<file path="src/rtl/adc_corr_pkg.sv">
package adc_corr_pkg;

    localparam int DFLT_STAGES = 15;
    localparam int DFLT_COEF_W = 16;
    localparam int DFLT_FRAC_W = 4;
    localparam int DFLT_OUT_W  = 12;

    // Binary weight used for stage k until calibration rewrites it.
    function automatic int weight_of(input int k, input int out_w, input int frac_w);
        if (k < out_w)
            return 1 << (frac_w + out_w - 1 - k);
        return 0;
    endfunction

endpackage

</file>
<file path="src/rtl/adc_corr_delay.sv">
module adc_corr_delay #(
    parameter int DEPTH = 1,
    parameter int WIDTH = 1
) (
    input  logic             clk,
    input  logic             rst_n,
    input  logic [WIDTH-1:0] din,
    output logic [WIDTH-1:0] dout
);

    generate
        if (DEPTH == 0) begin : g_wire
            assign dout = din;
        end else begin : g_shift
            logic [WIDTH-1:0] sr_q [DEPTH];
            logic [WIDTH-1:0] sr_d [DEPTH];

            always_comb begin
                sr_d[0] = din;
                for (int i = 1; i < DEPTH; i++)
                    sr_d[i] = sr_q[i-1];
            end

            always_ff @(posedge clk) begin
                if (!rst_n) begin
                    for (int i = 0; i < DEPTH; i++)
                        sr_q[i] <= '0;
                end else begin
                    for (int i = 0; i < DEPTH; i++)
                        sr_q[i] <= sr_d[i];
                end
            end

            assign dout = sr_q[DEPTH-1];
        end
    endgenerate

endmodule

</file>
<file path="src/rtl/adc_corr_adder.sv">
module adc_corr_adder #(
    parameter int N      = 8,
    parameter int COEF_W = 16,
    parameter int SUM_W  = 20
) (
    input  logic [N-1:0]        bits,
    input  logic [N*COEF_W-1:0] coefs,
    output logic [SUM_W-1:0]    sum
);

    always_comb begin
        sum = '0;
        for (int i = 0; i < N; i++) begin
            if (bits[i])
                sum = sum + SUM_W'(coefs[i*COEF_W +: COEF_W]);
        end
    end

endmodule

</file>
<file path="src/rtl/adc_corr.sv">
module adc_corr #(
    parameter int N_STAGES = adc_corr_pkg::DFLT_STAGES,
    parameter int COEF_W   = adc_corr_pkg::DFLT_COEF_W,
    parameter int FRAC_W   = adc_corr_pkg::DFLT_FRAC_W,
    parameter int OUT_W    = adc_corr_pkg::DFLT_OUT_W,
    parameter int IDX_W    = $clog2(N_STAGES)
) (
    input  logic                clk,
    input  logic                rst_n,
    input  logic [N_STAGES-1:0] raw_bits,
    input  logic                sample_valid,
    input  logic                coef_wr_en,
    input  logic [IDX_W-1:0]    coef_wr_idx,
    input  logic [COEF_W-1:0]   coef_wr_val,
    output logic [OUT_W-1:0]    out_code,
    output logic                out_valid
);

    localparam int ALIGN = N_STAGES - 1;
    localparam int LO_N  = (N_STAGES + 1) / 2;
    localparam int HI_N  = N_STAGES - LO_N;
    localparam int SUM_W = COEF_W + $clog2(N_STAGES + 1);
    localparam logic [SUM_W:0] HALF     = (SUM_W+1)'(1) << (FRAC_W - 1);
    localparam logic [SUM_W:0] CODE_MAX = (SUM_W+1)'((1 << OUT_W) - 1);

    typedef logic [N_STAGES-1:0][COEF_W-1:0] coef_arr_t;

    typedef struct packed {
        coef_arr_t        coef;
        logic [SUM_W-1:0] sum_lo;
        logic [SUM_W-1:0] sum_hi;
        logic             s1_valid;
        logic [OUT_W-1:0] code;
        logic             valid;
    } state_t;

    function automatic coef_arr_t dflt_table();
        coef_arr_t t;
        for (int k = 0; k < N_STAGES; k++)
            t[k] = COEF_W'(adc_corr_pkg::weight_of(k, OUT_W, FRAC_W));
        return t;
    endfunction

    state_t st_q, st_d;

    // Lane alignment: stage k waits ALIGN-k cycles for the last stage.
    logic [N_STAGES-1:0] aligned;
    logic                valid_al;

    generate
        for (genvar k = 0; k < N_STAGES; k++) begin : g_lane
            adc_corr_delay #(.DEPTH(ALIGN - k), .WIDTH(1)) u_dly (
                .clk  (clk),
                .rst_n(rst_n),
                .din  (raw_bits[k]),
                .dout (aligned[k])
            );
        end
    endgenerate

    adc_corr_delay #(.DEPTH(ALIGN), .WIDTH(1)) u_vdly (
        .clk  (clk),
        .rst_n(rst_n),
        .din  (sample_valid),
        .dout (valid_al)
    );

    // Two half-width adder trees feed the first summation register.
    logic [SUM_W-1:0]        lo_sum, hi_sum;
    logic [LO_N*COEF_W-1:0]  lo_coefs;
    logic [HI_N*COEF_W-1:0]  hi_coefs;

    assign lo_coefs = st_q.coef[LO_N-1:0];
    assign hi_coefs = st_q.coef[N_STAGES-1:LO_N];

    adc_corr_adder #(.N(LO_N), .COEF_W(COEF_W), .SUM_W(SUM_W)) u_add_lo (
        .bits (aligned[LO_N-1:0]),
        .coefs(lo_coefs),
        .sum  (lo_sum)
    );

    adc_corr_adder #(.N(HI_N), .COEF_W(COEF_W), .SUM_W(SUM_W)) u_add_hi (
        .bits (aligned[N_STAGES-1:LO_N]),
        .coefs(hi_coefs),
        .sum  (hi_sum)
    );

    logic [SUM_W:0] total, scaled;

    always_comb begin
        st_d = st_q;

        if (coef_wr_en && (int'(coef_wr_idx) < N_STAGES))
            st_d.coef[coef_wr_idx] = coef_wr_val;

        st_d.s1_valid = valid_al;
        st_d.sum_lo   = valid_al ? lo_sum : '0;
        st_d.sum_hi   = valid_al ? hi_sum : '0;

        total  = {1'b0, st_q.sum_lo} + {1'b0, st_q.sum_hi} + HALF;
        scaled = total >> FRAC_W;

        st_d.valid = st_q.s1_valid;
        if (!st_q.s1_valid)
            st_d.code = '0;
        else if (scaled > CODE_MAX)
            st_d.code = CODE_MAX[OUT_W-1:0];
        else
            st_d.code = scaled[OUT_W-1:0];
    end

    always_ff @(posedge clk) begin
        if (!rst_n) begin
            st_q      <= '0;
            st_q.coef <= dflt_table();
        end else begin
            st_q <= st_d;
        end
    end

    assign out_code  = st_q.code;
    assign out_valid = st_q.valid;

    // Taps for the bound checker.
    logic             s1_valid_q;
    logic [SUM_W-1:0] sum_lo_q, sum_hi_q;
    assign s1_valid_q = st_q.s1_valid;
    assign sum_lo_q   = st_q.sum_lo;
    assign sum_hi_q   = st_q.sum_hi;

endmodule

</file>
<file path="config.mk">
export PLATFORM = sky130hd
export DESIGN_NAME = adc_corr
export DESIGN_NICKNAME = d
export VERILOG_FILES = /design/src/rtl/adc_corr_pkg.sv /design/src/rtl/adc_corr_delay.sv /design/src/rtl/adc_corr_adder.sv /design/src/rtl/adc_corr.sv
export SDC_FILE = /design/constraint.sdc
export NUM_CORES = 1
export LEC_CHECK = 0
export BUFFER_PORTS_ARGS = -buffer_cell sky130_fd_sc_hd__buf_2
export CELL_PAD_IN_SITES_DETAIL_PLACEMENT = 1
export CELL_PAD_IN_SITES_GLOBAL_PLACEMENT = 1
export CORE_MARGIN = 1.5
export CORE_UTILIZATION = 30
export DETAILED_ROUTE_END_ITERATION = 10
export PLACE_DENSITY = 0.63
export RECOVER_POWER = 50
export SETUP_SLACK_MARGIN = 0.15
export SKIP_CTS_REPAIR_TIMING = 1
export SLEW_MARGIN = 20
export SYNTH_ARGS = -nofsm -noshare
export SYNTH_HDL_FRONTEND = slang
export SYNTH_SLANG_ARGS = --single-unit
</file>
<file path="constraint.sdc">
create_clock -name clk -period 11.6 [get_ports clk]
set_input_delay 2.32 -clock clk [delete_from_list [all_inputs] [get_ports clk]]
set_output_delay 2.32 -clock clk [all_outputs]
set_load 0.05 [all_outputs]
</file>
[After elaboration in Yosys (flattened, before gate mapping)]
Memory sizes are Yosys's and may differ from the RTL's.
Index checks and enable logic that the tools add are counted.
Word-level totals
  bits of input ports: 39
  word-level logic and storage cells: 318
  output and inout port bits: 13
  RAM bits: 119
  memories kept: 15
  flip-flop bits (word level): 294
Operators by class
  $add $sub $neg: 15
  bitwise logic cells: 118
  order comparisons: 4
  reduce and logical (&&, ||, !) cells: 5
  mux-type cells: 141
Memories
  g_lane[0].u_dly.g_shift.sr_q: words 14, bits a word 1, read ports 14, clocked after memory_dff 0, write ports 14, line adc_corr_delay.sv:15  | logic [WIDTH-1:0] sr_q [DEPTH];
  u_vdly.g_shift.sr_q: words 14, bits a word 1, read ports 14, clocked after memory_dff 0, write ports 14, line adc_corr_delay.sv:15
  g_lane[1].u_dly.g_shift.sr_q: words 13, bits a word 1, read ports 13, clocked after memory_dff 0, write ports 13, line adc_corr_delay.sv:15
  g_lane[2].u_dly.g_shift.sr_q: words 12, bits a word 1, read ports 12, clocked after memory_dff 0, write ports 12, line adc_corr_delay.sv:15
  g_lane[3].u_dly.g_shift.sr_q: words 11, bits a word 1, read ports 11, clocked after memory_dff 0, write ports 11, line adc_corr_delay.sv:15
  g_lane[4].u_dly.g_shift.sr_q: words 10, bits a word 1, read ports 10, clocked after memory_dff 0, write ports 10, line adc_corr_delay.sv:15
  9 more memories
Operator list (number)
  20-bit 2-to-1 mux: 13
  240-bit bitwise mux: 1
  20-bit by 16-bit adder with 20-bit output: 11
  1-bit 2-to-1 mux: 122
  1-bit OR: 118
  16-bit demux with 4-bit select: 1
  16-bit 2-to-1 mux: 3
  16-bit by 16-bit adder with 17-bit output: 2
  20-bit by 20-bit adder with 21-bit output: 1
  21-bit by 4-bit adder with 21-bit output, second input constant: 1
  17-bit by 12-bit greater-than comparator with 1-bit output, second input constant: 1
  12-bit 2-to-1 mux: 1
  4-bit by 5-bit < comparator with 1-bit output, second input constant: 1
  4-bit by 1-bit >= comparator with 1-bit output, second input constant: 1
  4-bit < comparator, second input constant: 1
  2-bit AND reduction: 2
  1-bit logical AND: 2
  1-bit OR reduction: 1

[Logic depth before layout (Yosys ltp)]
An unclocked memory read counts as a cell.
  depth after elaboration: 16
  depth in mapped cells: 57
  depth with buffers taken out: 55

[Modules after synthesis]
Synthesis repeated with hierarchy kept, for this count alone.
Unflattened totals
  cell total of the unflattened synthesis: 3426
  area total of the unflattened synthesis: 27840.5 um2
By module, submodules not included
  adc_corr: seq. area each 5885.6 um2, cells an instance 1319, times used 1, area an instance 11378.4 um2
  adc_corr_adder (u_add_lo): seq. area each 0.0 um2, cells an instance 1032, times used 1, area an instance 7223.2 um2
  adc_corr_adder (u_add_hi): seq. area each 0.0 um2, cells an instance 831, times used 1, area an instance 6002.0 um2
  adc_corr_delay (g_lane[0].u_dly ...): seq. area each 280.3 um2, cells an instance 29, times used 2, area an instance 391.6 um2
  adc_corr_delay (g_lane[1].u_dly): seq. area each 260.2 um2, cells an instance 27, times used 1, area an instance 364.1 um2
  adc_corr_delay (g_lane[2].u_dly): seq. area each 240.2 um2, cells an instance 25, times used 1, area an instance 336.6 um2
  adc_corr_delay (g_lane[3].u_dly): seq. area each 220.2 um2, cells an instance 23, times used 1, area an instance 300.3 um2
  adc_corr_delay (g_lane[4].u_dly): seq. area each 200.2 um2, cells an instance 20, times used 1, area an instance 262.8 um2
  adc_corr_delay (g_lane[5].u_dly): seq. area each 180.2 um2, cells an instance 18, times used 1, area an instance 236.5 um2
  adc_corr_delay (g_lane[6].u_dly): seq. area each 160.2 um2, cells an instance 16, times used 1, area an instance 210.2 um2
  adc_corr_delay (g_lane[7].u_dly): seq. area each 140.1 um2, cells an instance 14, times used 1, area an instance 183.9 um2
  adc_corr_delay (g_lane[8].u_dly): seq. area each 120.1 um2, cells an instance 12, times used 1, area an instance 157.7 um2
  adc_corr_delay (g_lane[9].u_dly): seq. area each 100.1 um2, cells an instance 10, times used 1, area an instance 131.4 um2
  adc_corr_delay (g_lane[10].u_dly): seq. area each 80.1 um2, cells an instance 8, times used 1, area an instance 105.1 um2
  +4 rows

[Worst setup path after synthesis]
OpenSTA, ideal clock, no wires.
  path type: register -> register
  start point: memory g_lane[0].u_dly.g_shift.sr_q[13][0], in the netlist g_lane[0].u_dly.g_shift.sr_q[0][13]
  end point: register st_q, in the netlist sum_lo_q[18]
  arrival: 10.118 ns
  path buffers: 2
  path slack: 1.354 ns
  library setup time: 0.128 ns
  stages on the path, launching flop included: 54
  cell sequence: dfxtp_1 -> buf_6 -> clkbuf_1 -> nand2_1 -> inv_1 -> ha_1 -> a21o_1 -> maj3_2 -> maj3_2 -> a21oi_2 -> xnor2_1 -> mux2i_1 -> ha_1 -> o21a_1 -> nor2_1 -> xnor2_1 -> mux2_2 -> ha_1 -> (+18 left out) -> mux2_2 -> ha_1 -> or3_1 -> o21ai_0 -> a21oi_1 -> a21o_1 -> a21oi_1 -> xnor2_1 -> nand2_1 -> a21bo_1 -> ha_1 -> o21ai_0 -> nor4_1 -> or2_2 -> a21boi_0 -> mux2i_1 -> xnor2_1 -> nor2_1
RTL lines
  from (decl): line adc_corr_delay.sv:15
  to (signal assigned): line adc_corr.sv:117  | st_q <= st_d;
  to (decl): line adc_corr.sv:44  | state_t st_q, st_d;

==> flow_summary.toml <==
[yosys]
ys.flop_type = "dfxtp_1"
synth_seq_cells = 413
synth.distinct_cells = 84
synth_edf_count = 0
ys_seq_area_frac = 0.310
synth.avg_cell_area_um2 = 8.10
synth_warnings = 0
synth-async-reset-ratio = 0
synth_area_um2 = 26700
netlist_instances = 3293
syn-num-nets = 3594

[critical_path]
rr_startpoint = "g_lane[0].u_dly.g_shift.sr_q[0][13]"
critPathLaunch = "g_lane[0].u_dly.g_shift.sr_q[0][13]"
crit_path_start_kind = "flop"
cpMaxStageDelayCell = "or4_1"
required_ns = 12.08
arrival_ns = 11.23
cp-end-kind = "flop"
setup.worst_path.class = "reg2reg"
path_common_cell = "ha_1"
path_max_fanout = 5
slowest_delay_ns = 0.55

[cts]
clockRootBuffer = "clkbuf_16"
cts_tree = "done"
clockBufferDepth = 3
cts_htree_levels = 2
path_clk_slew_ns = 0.06
cts.sinks = 413
worstSkewPairLatency_ns = 0.63
cts_made_buffers = 53

[layout]
syn_to_final_growth_pct = 12.5
drive_above_1_share = 0.0872
fin_nets = 3595
num-fill-cells = 10500

[global_route]
grtUsageTotal = 0.177
grt_max_degree = 92
grt_pass1_wl_mm = 128
grt_pass1_vias = 23200
grt.overflow.total = 0
antenna_found_initial = 4

[floorplan]
fp.dieArea_um2 = 90700
num_io_pins = 52
fp.dieW_um = 301
core-area_um2 = 88200
start_util = 0.302
die_h_um = 301
rows = 109

[sta]
tightest_slew_ns = 3.61
post-route-period-util = 0.926
slew_headroom = -1.40
max_freq_ghz = 0.0931
tns_ns = 0
whs_ns = 0.431
maxSlewViolCount = 292
hold_viol_final = 0
setup_viol = 0
clock_skew_ns = 0.0286
min_period_ns = 10.74
rsz0062_at_grt = "false"

[outcome]
status = "finished, violations left"
failed_checks = "capacitance limit, slew limit"

[drt]
drc_errors = 0
drt_wl_total_mm = 79.9
num_vias = 22600
drtIter0Drc = 813
first_pass_iters = 5
wl_per_cell_um = 17.7
postRouteAntennaNets = 0
via_per_inst = 5.01

[power_and_ir_drop]
total_leakage_power_uw = 0.0127
powerDensity_nw_per_um2 = 113
ir_worst_vdd_uv = 121

[place]
port_buffers = 51
place_congestion = 0.789
hpwl_mm = 58.3

[job]
cap_violations = 4

[hold_path]
hp-class = "reg2reg"
holdCritStartpoint = "g_lane[9].u_dly.g_shift.sr_q[0][3]"
-- final timing paths --
| path | slack (ns) | cells after the start | to |
|---|---|---|---|
| hold reg to reg | 0.43 | 1 | g_lane[9].u_dly.g_shift.sr_q[0][4] |
| setup / recovery | 0.86 | 53 | sum_lo_q[18] |
| hold / removal | 0.43 | 1 | g_lane[9].u_dly.g_shift.sr_q[0][4] |
| setup reg to reg | 0.86 | 53 | sum_lo_q[18] |
-- routing by layer --
| metal | global-route usage | vias to the layer above | part of all wire |
|---|---|---|---|
| met5 | 0 | - | 0.00030 |
| met4 | 0.0470 | 4 | 0.023 |
| met3 | 0.0209 | 109 | 0.026 |
| met2 | 0.301 | 229 | 0.46 |
| met1 | 0.235 | 10800 | 0.49 |
| li1 | - | 11400 | - |
-- where the power goes --
group / switching (µW) / internal [µW]
clock: 700 / 1080
combinational: 113 / 58.0
sequential: 9.69 / 1440
total: 822 / 2580
-- cells in the final DEF (no fill, tap or decap), types with 33 or more instances in the layout --
cell type  count
xnor2_1      128
nor2_1       189
and2_0        69
a21o_1        65
nor3_1        49
nand2_1      642
ha_1         249
dfxtp_1      413
inv_1        112
a21oi_1      179
a211oi_1      33
o21a_1        65
o21ai_0      115
and2_1        80
buf_2         50
mux2_2        78
a21boi_0     232
xor2_1        46
nand3_1       50
clkbuf_16     53
-- synth_stat cells (50+ instances only) --
cell type | count | share of area
nor2_1 | 190 | 0.027
o21ai_0 | 118 | 0.022
nand2_1 | 642 | 0.090
mux2_2 | 78 | 0.033
clkbuf_1 | 128 | 0.018
ha_1 | 249 | 0.12
dfxtp_1 | 413 | 0.31
and2_1 | 149 | 0.035
a21boi_0 | 233 | 0.066
inv_1 | 112 | 0.016
nand3_1 | 50 | 0.0094
xnor2_1 | 128 | 0.042
a21o_1 | 65 | 0.018
a21oi_1 | 180 | 0.034
o21a_1 | 65 | 0.018
-- final cells by class --
type,count,area (µm²),area share
Multi-Input combinational cell,2630,17500,0.582
Sequential cell,413,8270,0.276
Clock buffer,76,1570,0.0524
Tap cell,1165,1460,0.0486
Timing Repair Buffer,80,460,0.0153
Inverter,116,435,0.0145
Clock inverter,23,343,0.0114
Antenna cell,1,2.50,0.0000834
-- logic make-up after synthesis --
| family | Yosys count | synth area share |
|---|---|---|
| AND/OR/NAND/NOR | 1204 | 0.201 |
| AO/OA/AOI/OAI | 885 | 0.226 |
| flip-flops | 413 | 0.310 |
| adder cells (fa/ha/maj) | 264 | 0.127 |
| buffers and inverters | 250 | 0.0356 |
| XOR/XNOR | 175 | 0.0580 |
| multiplexers | 102 | 0.0423 |
-- stage by stage --
stage / cell area, µm² / setup slack [ns] / std cells / total power, µW / utilization
after floorplan: 26700 / 1.35 / 3293 / 1580 / -
after global placement: 28100 / 0.673 / 4404 / 1650 / 0.318
after detailed placement: 28100 / 0.550 / 4404 / 1650 / 0.318
after CTS: 30000 / 0.470 / 4503 / 3460 / 0.340
after global routing: 30000 / 0.141 / 4504 / 3530 / 0.340
final: 30000 / 0.858 / 4504 / 3400 / 0.340
-- sequential cells by signal, indices dropped and copies added, names as in the netlist --
name                       flops
g_lane.u_dly.g_shift.sr_q    105
hi_coefs                     112
lo_coefs                     128
out_code                      12
out_valid                      1
s1_valid_q                     1
sum_hi_q                      20
sum_lo_q                      20
u_vdly.g_shift.sr_q           14
-- worst max-delay path, delay by kind of cell, from the launching register on --
family | cells | cell delay [ns]
muxes | 5 | 1.25
xor gates and xnor gates | 6 | 0.77
DFF | 1 | 0.32
adders and majority gates | 8 | 2.38
and+or+nand+nor | 13 | 2.21
AOI/OAI and AO/OA | 21 | 3.64
Note: power is estimated with default switching activity, not from simulation.
